$ cat src/rtl/adc_volt_conv.sv
module adc_volt_conv #(
  parameter int CODE_W = 12,
  parameter int CH_W   = 5,
  parameter int TRIM_W = 8,
  parameter int DIV_W  = 48,
  parameter int BIG_V0 = 4200,
  parameter int BIG_V1 = 3600,
  parameter int SML_V0 = 1000,
  parameter int SML_V1 = 100,
  parameter int BIG_N0 = 856,
  parameter int BIG_N1 = 733,
  parameter int SML_N0 = 833,
  parameter int SML_N1 = 80,
  parameter int BIG_CH = 5,
  parameter int SML_CH = 1
) (
  input  logic                  clk,
  input  logic                  rst_n,
  input  logic                  cal_load,
  input  logic [2*TRIM_W-1:0]   big_trim,
  input  logic [2*TRIM_W-1:0]   sml_trim,
  input  logic                  in_valid,
  output logic                  in_ready,
  input  logic [CH_W-1:0]       in_chan,
  input  logic [CODE_W-1:0]     in_raw,
  input  logic [31:0]           in_ratio,
  output logic                  out_valid,
  input  logic                  out_ready,
  output logic [DIV_W-1:0]      out_mv,
  output logic                  out_err
);
  localparam int PT_W  = CODE_W + 4;
  localparam int DSR_W = PT_W + 1;
  localparam int CNT_W = $clog2(DIV_W + 1);
  localparam logic signed [DIV_W-1:0] BIG_VD = DIV_W'(BIG_V0 - BIG_V1);
  localparam logic signed [DIV_W-1:0] SML_VD = DIV_W'(SML_V0 - SML_V1);

  function automatic logic signed [PT_W-1:0] cal_pt(input logic [TRIM_W-1:0] t, input int nom);
    int tmp;
    tmp = (int'(t) + nom - (1 << (TRIM_W - 1))) * 4;
    return PT_W'(tmp);
  endfunction

  typedef enum logic [1:0] {S_IDLE, S_LDIV, S_RDIV, S_DONE} st_t;
  st_t state;

  logic signed [PT_W-1:0] big_a0, big_a1, sml_a0, sml_a1;

  always_ff @(posedge clk or negedge rst_n) begin
    if (!rst_n) begin
      big_a0 <= cal_pt(TRIM_W'(1 << (TRIM_W - 1)), BIG_N0);
      big_a1 <= cal_pt(TRIM_W'(1 << (TRIM_W - 1)), BIG_N1);
      sml_a0 <= cal_pt(TRIM_W'(1 << (TRIM_W - 1)), SML_N0);
      sml_a1 <= cal_pt(TRIM_W'(1 << (TRIM_W - 1)), SML_N1);
    end else if (cal_load) begin
      big_a0 <= cal_pt(big_trim[TRIM_W-1:0], BIG_N0);
      big_a1 <= cal_pt(big_trim[2*TRIM_W-1:TRIM_W], BIG_N1);
      sml_a0 <= cal_pt(sml_trim[TRIM_W-1:0], SML_N0);
      sml_a1 <= cal_pt(sml_trim[2*TRIM_W-1:TRIM_W], SML_N1);
    end
  end

  // accept-side line setup
  logic                    sel_big, direct;
  logic signed [PT_W-1:0]  a0, a1;
  logic signed [PT_W:0]    den_s, den_mag;
  logic signed [DIV_W-1:0] vd, v1, raw_s, prod_s, prod_abs;

  assign sel_big  = in_chan == CH_W'(BIG_CH);
  assign direct   = sel_big || (in_chan == CH_W'(SML_CH));
  assign a0       = sel_big ? big_a0 : sml_a0;
  assign a1       = sel_big ? big_a1 : sml_a1;
  assign vd       = sel_big ? BIG_VD : SML_VD;
  assign v1       = sel_big ? DIV_W'(BIG_V1) : DIV_W'(SML_V1);
  assign den_s    = a0 - a1;
  assign den_mag  = den_s[PT_W] ? -den_s : den_s;
  assign raw_s    = $signed({{(DIV_W-CODE_W){1'b0}}, in_raw});
  assign prod_s   = vd * (raw_s - a1);
  assign prod_abs = prod_s[DIV_W-1] ? -prod_s : prod_s;

  // shared restoring divider
  logic [DIV_W-1:0]  dvd;
  logic [DSR_W-1:0]  rem, dsr;
  logic [CNT_W-1:0]  cnt;
  logic [DSR_W:0]    trial;
  logic              ge, div_last;
  logic [DSR_W-1:0]  rem_nx;
  logic [DIV_W-1:0]  q_nx;

  assign trial    = {rem, dvd[DIV_W-1]};
  assign ge       = trial >= {1'b0, dsr};
  assign rem_nx   = ge ? DSR_W'(trial - {1'b0, dsr}) : trial[DSR_W-1:0];
  assign q_nx     = {dvd[DIV_W-2:0], ge};
  assign div_last = cnt == CNT_W'(DIV_W - 1);

  // line finish and ratio setup
  logic                    neg, direct_r, err;
  logic signed [DIV_W-1:0] v1_r, lq_s, line_s;
  logic [DIV_W-1:0]        volt, scaled, res;
  logic [31:0]             ratio_r;
  logic [15:0]             rnum, rden;

  assign lq_s   = neg ? -$signed(q_nx) : $signed(q_nx);
  assign line_s = lq_s + v1_r;
  assign volt   = line_s[DIV_W-1] ? '0 : line_s;
  assign rnum   = ratio_r[31:16];
  assign rden   = ratio_r[15:0];
  assign scaled = volt * DIV_W'(rden) + DIV_W'(rnum >> 1);

  always_ff @(posedge clk or negedge rst_n) begin
    if (!rst_n) begin
      state    <= S_IDLE;
      dvd      <= '0;
      rem      <= '0;
      dsr      <= '0;
      cnt      <= '0;
      neg      <= 1'b0;
      direct_r <= 1'b0;
      v1_r     <= '0;
      ratio_r  <= '0;
      res      <= '0;
      err      <= 1'b0;
    end else begin
      case (state)
        S_IDLE: if (in_valid) begin
          if (den_s == '0) begin
            res   <= '0;
            err   <= 1'b1;
            state <= S_DONE;
          end else begin
            dvd      <= prod_abs;
            rem      <= '0;
            dsr      <= den_mag;
            cnt      <= '0;
            neg      <= prod_s[DIV_W-1] ^ den_s[PT_W];
            v1_r     <= v1;
            direct_r <= direct;
            ratio_r  <= in_ratio;
            err      <= 1'b0;
            state    <= S_LDIV;
          end
        end
        S_LDIV: begin
          dvd <= q_nx;
          rem <= rem_nx;
          cnt <= cnt + 1'b1;
          if (div_last) begin
            if (direct_r || rnum == '0) begin
              res   <= volt;
              state <= S_DONE;
            end else begin
              dvd   <= scaled;
              rem   <= '0;
              dsr   <= DSR_W'(rnum);
              cnt   <= '0;
              state <= S_RDIV;
            end
          end
        end
        S_RDIV: begin
          dvd <= q_nx;
          rem <= rem_nx;
          cnt <= cnt + 1'b1;
          if (div_last) begin
            res   <= q_nx;
            state <= S_DONE;
          end
        end
        default: if (out_ready) state <= S_IDLE;
      endcase
    end
  end

  assign in_ready  = state == S_IDLE;
  assign out_valid = state == S_DONE;
  assign out_mv    = res;
  assign out_err   = err;

  assert_hold_R8: assert property (@(posedge clk) disable iff (!rst_n)
    out_valid && !out_ready |=> out_valid && $stable(out_mv) && $stable(out_err));
  assert_busy_R8: assert property (@(posedge clk) disable iff (!rst_n)
    in_valid && in_ready |=> !in_ready);
  assert_err_zero_R7: assert property (@(posedge clk) disable iff (!rst_n)
    out_valid && out_err |-> out_mv == '0);
  assert_flat_line_R7: assert property (@(posedge clk) disable iff (!rst_n)
    in_valid && in_ready && den_s == '0 |=> out_valid && out_err);
  assert_rem_bound_R2: assert property (@(posedge clk) disable iff (!rst_n)
    (state == S_LDIV || state == S_RDIV) |-> rem < dsr);
endmodule

$ cat config.mk
export PLATFORM = sky130hd
export DESIGN_NAME = adc_volt_conv
export DESIGN_NICKNAME = d
export VERILOG_FILES = /design/src/rtl/adc_volt_conv.sv
export SDC_FILE = /design/constraint.sdc
export NUM_CORES = 2
export LEC_CHECK = 0
export ABC_CLOCK_PERIOD_IN_PS = 19100
export BUFFER_PORTS_ARGS = -buffer_cell sky130_fd_sc_hd__buf_2
export CORE_UTILIZATION = 29
export CTS_CLUSTER_SIZE = 28
export DETAILED_ROUTE_END_ITERATION = 16
export GPL_TIMING_DRIVEN = 0
export HOLD_SLACK_MARGIN = 0.1
export PLACE_DENSITY = 0.45
export SYNTH_ARGS = -nofsm -noshare
export SYNTH_HDL_FRONTEND = slang
export SYNTH_SLANG_ARGS = --single-unit
$ cat constraint.sdc
create_clock -name clk -period 19.1 [get_ports clk]
set_input_delay 3.82 -clock clk [delete_from_list [all_inputs] [get_ports clk]]
set_output_delay 3.82 -clock clk [all_outputs]
set_load 0.02 [all_outputs]
======== Word level (Yosys, flattened, before mapping) ========
Index checks and enable logic that the tools add are counted.
storage, ports and cells
  output and inout port bits .............. 51
  bits in registers ....................... 277
  word-level logic and storage cells ...... 107
  input bits .............................. 86
cells by class
  add/sub/neg operators ................... 17
  reductions and logical operators ........ 14
  equality and inequality tests ........... 13
  bitwise operators ....................... 2
  multiplexer cells ....................... 43
  $mul .................................... 2
  $lt $le $gt $ge ......................... 1
operators with widths
  operator                                             count
  2-to-1 mux 48 bit                                    11
  case mux 48 bit (3 select lines)                     2
  2-to-1 mux 17 bit                                    10
  case mux 17 bit (3 select lines)                     1
  adder 48 x 15 -> 48 bit                              1
  adder 48 bit                                         1
  multiplier 47 x 16 -> 48 bit                         1
  negation 28 -> 48 bit                                1
  negation 48 bit                                      1
  2-to-1 mux 47 bit                                    1
  subtractor 11 x 8 -> 12 bit (second input constant)  3
  case mux 17 bit (2 select lines)                     1
  adder 8 x 10 -> 11 bit (second input constant)       3
  2-to-1 mux 16 bit                                    2
  multiplier 11 x 17 -> 28 bit                         1
  2-to-1 mux 6 bit                                     4
  >= comparator 18 x 17 -> 1 bit                       1
  case mux 6 bit (3 select lines)                      1
  zero test 17 bit                                     1
  negation 17 bit                                      1
  subtractor 13 x 16 -> 17 bit                         1
  subtractor 16 x 16 -> 17 bit                         1
  subtractor 17 bit                                    1
  zero test 16 bit                                     1
  27 further kinds                                     40

======== Depth between registers and ports, before layout ========
  depth after elaboration ................. 10
  mapped depth ............................ 54
  gate-level depth less buffers ........... 51

======== Worst setup path after synthesis ========
Ideal clock, no wire load.
  path kind ............................... register to register
  from .................................... register dvd[47]
  to ...................................... register dvd[46]
  clock period less this slack ............ 12.887 ns
  setup time .............................. 0.127 ns
  setup slack ............................. 6.213 ns
  arrival ................................. 12.760 ns
  buffers on the path ..................... 5
  cell stages (with the launch flop) ...... 52
  cells stage by stage .................... dfrtp_1 -> inv_1 -> ha_1 -> inv_1 -> fa_1 -> a21o_1 -> a221o_1 -> o211a_1 -> o21ai_0 -> nand2_1 -> clkinv_1 -> clkbuf_1 -> ha_1 -> inv_1 -> nor3_1 -> a21oi_1 -> xor2_1 -> ha_1 -> [16 not listed] -> fa_1 -> inv_1 -> fa_1 -> inv_1 -> ha_1 -> a21o_1 -> a21o_1 -> a21o_1 -> a21oi_1 -> nor4bb_1 -> a211oi_1 -> a2111oi_0 -> a211o_1 -> o21ai_0 -> a311oi_1 -> xnor2_1 -> a221oi_1 -> nor2_1
between the ends
  cells in the longest elaborated chain, start to end .. 10
ends and longest elaborated chain
  item                                line  RTL
  start: declaration                  82    logic [DIV_W-1:0] dvd;
  start signal: assignment            131   dvd <= prod_abs;
  start signal: assignment            144   dvd <= q_nx;
  start signal: assignment            152   dvd <= scaled;
  >= comparator 18 x 17 -> 1 bit *    91    assign ge = trial >= {1'b0, dsr};
  negation 48 bit                     103   assign lq_s = neg ? -$signed(q_nx) : $signed(q_nx);
  2-to-1 mux 48 bit *                 103
  adder 48 bit *                      104   assign line_s = lq_s + v1_r;
  2-to-1 mux 47 bit *                 105   assign volt = line_s[DIV_W-1] ? '0 : line_s;
  multiplier 47 x 16 -> 48 bit *      108   assign scaled = volt * DIV_W'(rden) + DIV_W'(rnum >> 1);
  adder 48 x 15 -> 48 bit *           108
  2-to-1 mux 48 bit *                 148   if (direct_r || rnum == '0) begin
  2-to-1 mux 48 bit *                 147   if (div_last) begin
  case mux 48 bit (3 select lines) *  124   case (state)
Every way passes the cells marked *; elsewhere a longest branch is shown, timed or not.
A chain may end at the register's enable or synchronous reset.

======== Worst setup path after layout ========
Same ends and word-level chain as after synthesis.

==> metrics.md <==
| Metric | Value |
|---|---|
| FF-to-FF Start | `dvd[47]` |
| DRC violations left | `0` |
| Share of cells above drive strength 1 | `0.0624` |
| Row count | `~140` |
| # fillers | `around 15000` |
| Total global routing track utilization | `0.220` |
| Final Hold Fails | `0` |
| Storage element area | `between 0.005 and 0.006 mm²` |
| Largest stage delay on the critical path | `1.01 ns` |
| DR WL/cell | `around 23 µm` |
| Max cap viols | `0` |
| Maximum fanout along the worst path | `10` |
| Mapped Area | `between 0.03 and 0.04 mm²` |
| Synth Flop Type | `dfrtp_1` |
| Width of the die | `between 300 and 400 µm` |
| Clk buf depth | `3` |
| Worst Setup SP | `dvd[47]` |
| Multi-input gate area in the final layout | `between 0.02 and 0.03 mm²` |
| CP required | `between 15 and 20 ns` |
| TritonCTS buffer count | `29` |
| CTS Hold Bufs | `0` |
| Outcome | `finished, final reports clean` |
| Post-Syn Instances | `4714` |
| CTS clk-pin slew, worst paths | `0.07 ns` |
| Placement Setup Slack | `about 0.97 ns` |
| Worst-Skew Late Latency | `0.66 ns` |
| RSZ-0062 raised after global routing | `no` |
| Area after DPL | `~0.043 mm²` |
| First-pass GRT wire length | `around 230 mm` |
| Initial Util | `0.293` |
| H-tree levels | `1` |
| Slack of the critical path | `about 0.75 ns` |
| Avg Inst Size Synth | `8.46 µm²` |
| Area Growth Syn to Fin | `9.92%` |
| Fin. max-slew vios | `0` |
| CTS tree | `built` |
| Most frequent cells in the layout | `inv_1, nand2_1, fa_1` |
| Initial drt markers | `around 2500` |
| Slew @ Worst Pin | `about 1.5 ns` |
| Root buf cell | `clkbuf_16` |
| Post-synthesis sequential area ratio | `0.134` |
| Routability Congestion | `about 0.9` |
| Vias | `roughly 33000` |
| Setup TNS | `0 ns` |
| Most used cell along the critical path | `fa_1` |
| Post_cts resized | `0` |
| Slew Limit Headroom | `0.0229` |
| CP max stage cell | `a2111oi_0` |
| Core Area | `about 0.14 mm²` |
| Post-Route WL | `approximately 150 mm` |
| PortBufs | `between 100 and 150` |
| Detailed placement HPWL | `about 130 mm` |
| Fin nets | `between 5000 and 6000` |
| Die ar. | `approximately 0.14 mm²` |
| Register bit total from synthesis | `~210` |
| Commonest non-fill, non-tap cell in the layout | `inv_1` |
| Crit path DAT | `about 19 ns` |
| Post-route ant nets | `0` |
| Hold Crit Class | `register to register` |
| Crit Path Category | `register to register` |
| Synth Warn # | `0` |
| Worst Skew | `0.0297 ns` |
| Final period util | `0.961` |
| Postcts setup bufs | `0` |
| Die Span Y | `approximately 370 µm` |
| Setup crit end kind | `register` |
| Post-synth EDFFs | `0` |
| Hold path startpoint | `out_mv[12]` |
| # setup viols final | `0` |
| Final Cell Area | `0.0438 mm²` |
| Min Tclk post-route | `between 15 and 20 ns` |
| Initial antenna violation count | `9` |
| Largest net degree at the start of global routing | `roughly 100` |
| I/O pins | `~140` |
| Vias in the first global route | `about 35000` |
| Post-synthesis cell type count | `97` |
| Drt pass-1 iters | `6` |
| Grt ovf | `0` |
| FMAX | `54.5 MHz` |
| Vias/cell | `between 4 and 5` |
| Sink Count | `212` |
| CP Launch Type | `register` |
| Async SR Flop Fraction | `1.00` |
==> worst max-delay path: cells and delay by family, from the launching register on <==
family	cells	cell delay, ns
and+or+nand+nor	9	3.38
adders and majority gates	11	5.02
AOI/OAI and AO/OA	17	5.64
xor gates and xnor gates	2	0.38
DFF	1	0.38
buffers and inverters	12	3.39
==> layer usage <==
layer | global-route usage | vias to the layer above | routed length, µm
met5 | 0 | - | 13
met4 | 0.0603 | 2 | 4750
met3 | 0.0272 | 148 | 9300
met2 | 0.361 | 937 | 70400
met1 | 0.305 | 16839 | 67800
li1 | - | 15268 | -
==> cell type report <==
cell class,count,area share
Antenna cell,1,0.0000571
Buffer,259,0.0231
Clock buffer,42,0.0193
Clock inverter,10,0.00297
Inverter,947,0.0811
Multi-Input combinational cell,3298,0.684
Sequential cell,212,0.121
Tap cell,1781,0.0508
Timing Repair Buffer,137,0.0169
==> registers in the layout (all words and copies together) (netlist names) <==
name,count
big_a0,9
big_a1,9
cnt,6
direct_r,1
dsr,17
dvd,48
neg,1
out_err,1
out_mv,48
ratio_r,32
rem,17
sml_a0,9
sml_a1,10
state,2
v1_r,2
==> cell families (layout without fill, tap and decap cells) <==
logic type                 Yosys count  in the layout  share of synthesized area
DFF                                212            212                      0.134
and+or+nand+nor                   1398           1398                      0.165
other                                2              5                   0.000188
AOI/OAI and AO/OA                  709            709                      0.119
xor gates and xnor gates           218            218                     0.0491
buffers and inverters             1206           1395                      0.115
muxes                               82             82                     0.0224
adders and majority gates          887            887                      0.397
==> per-stage QoR <==
stage	std cells	util	hold slack [ns]
3_5_place_dp	6634	0.315	0.464
6_report	6687	0.322	0.475
4_1_cts	6686	0.322	0.477
3_3_place_gp	6632	0.315	0.458
5_1_grt	6686	0.322	0.504
2_1_floorplan	4716	-	0.437
==> final timing paths <==
path / slack (ns) / to / cells after the start
max in group asynchronous: 14.72 / ratio_r[23] / 3
hold reg to reg: 0.48 / out_mv[12] / 2
hold / removal: 0.48 / out_mv[12] / 2
setup reg to reg: 0.75 / dvd[46] / 51
min in group asynchronous: 3.09 / out_mv[43] / 1
setup / recovery: 0.75 / dvd[46] / 51
==> synthesized netlist by cell type, drive strengths merged, types with 11 or more instances <==
master	n	area, µm²
mux2	58	653
or4	11	90.1
nand3	42	215
clkbuf	220	826
fa	628	12600
ha	259	3240
a22oi	64	480
a31oi	27	169
nand2b	21	131
o31ai	83	623
o21ai	144	721
dfstp	15	394
nor2	203	769
xnor2	139	1220
a211oi	28	215
and2	167	1040
buf	39	186
dfrtp	197	4930
nand4	12	81.3
or3	20	125
inv	945	3550
nor4	30	215
o211ai	16	120
a21boi	14	105
nor3	121	637
a21oi	156	785
a21o	49	368
mux2i	24	240
o21bai	15	113
nand2	661	2480
and3	63	394
xor2	76	666
Power is left out: the tool's default activity adds up to more than one toggle a clock period on the data nets, which glitch-free logic cannot reach.
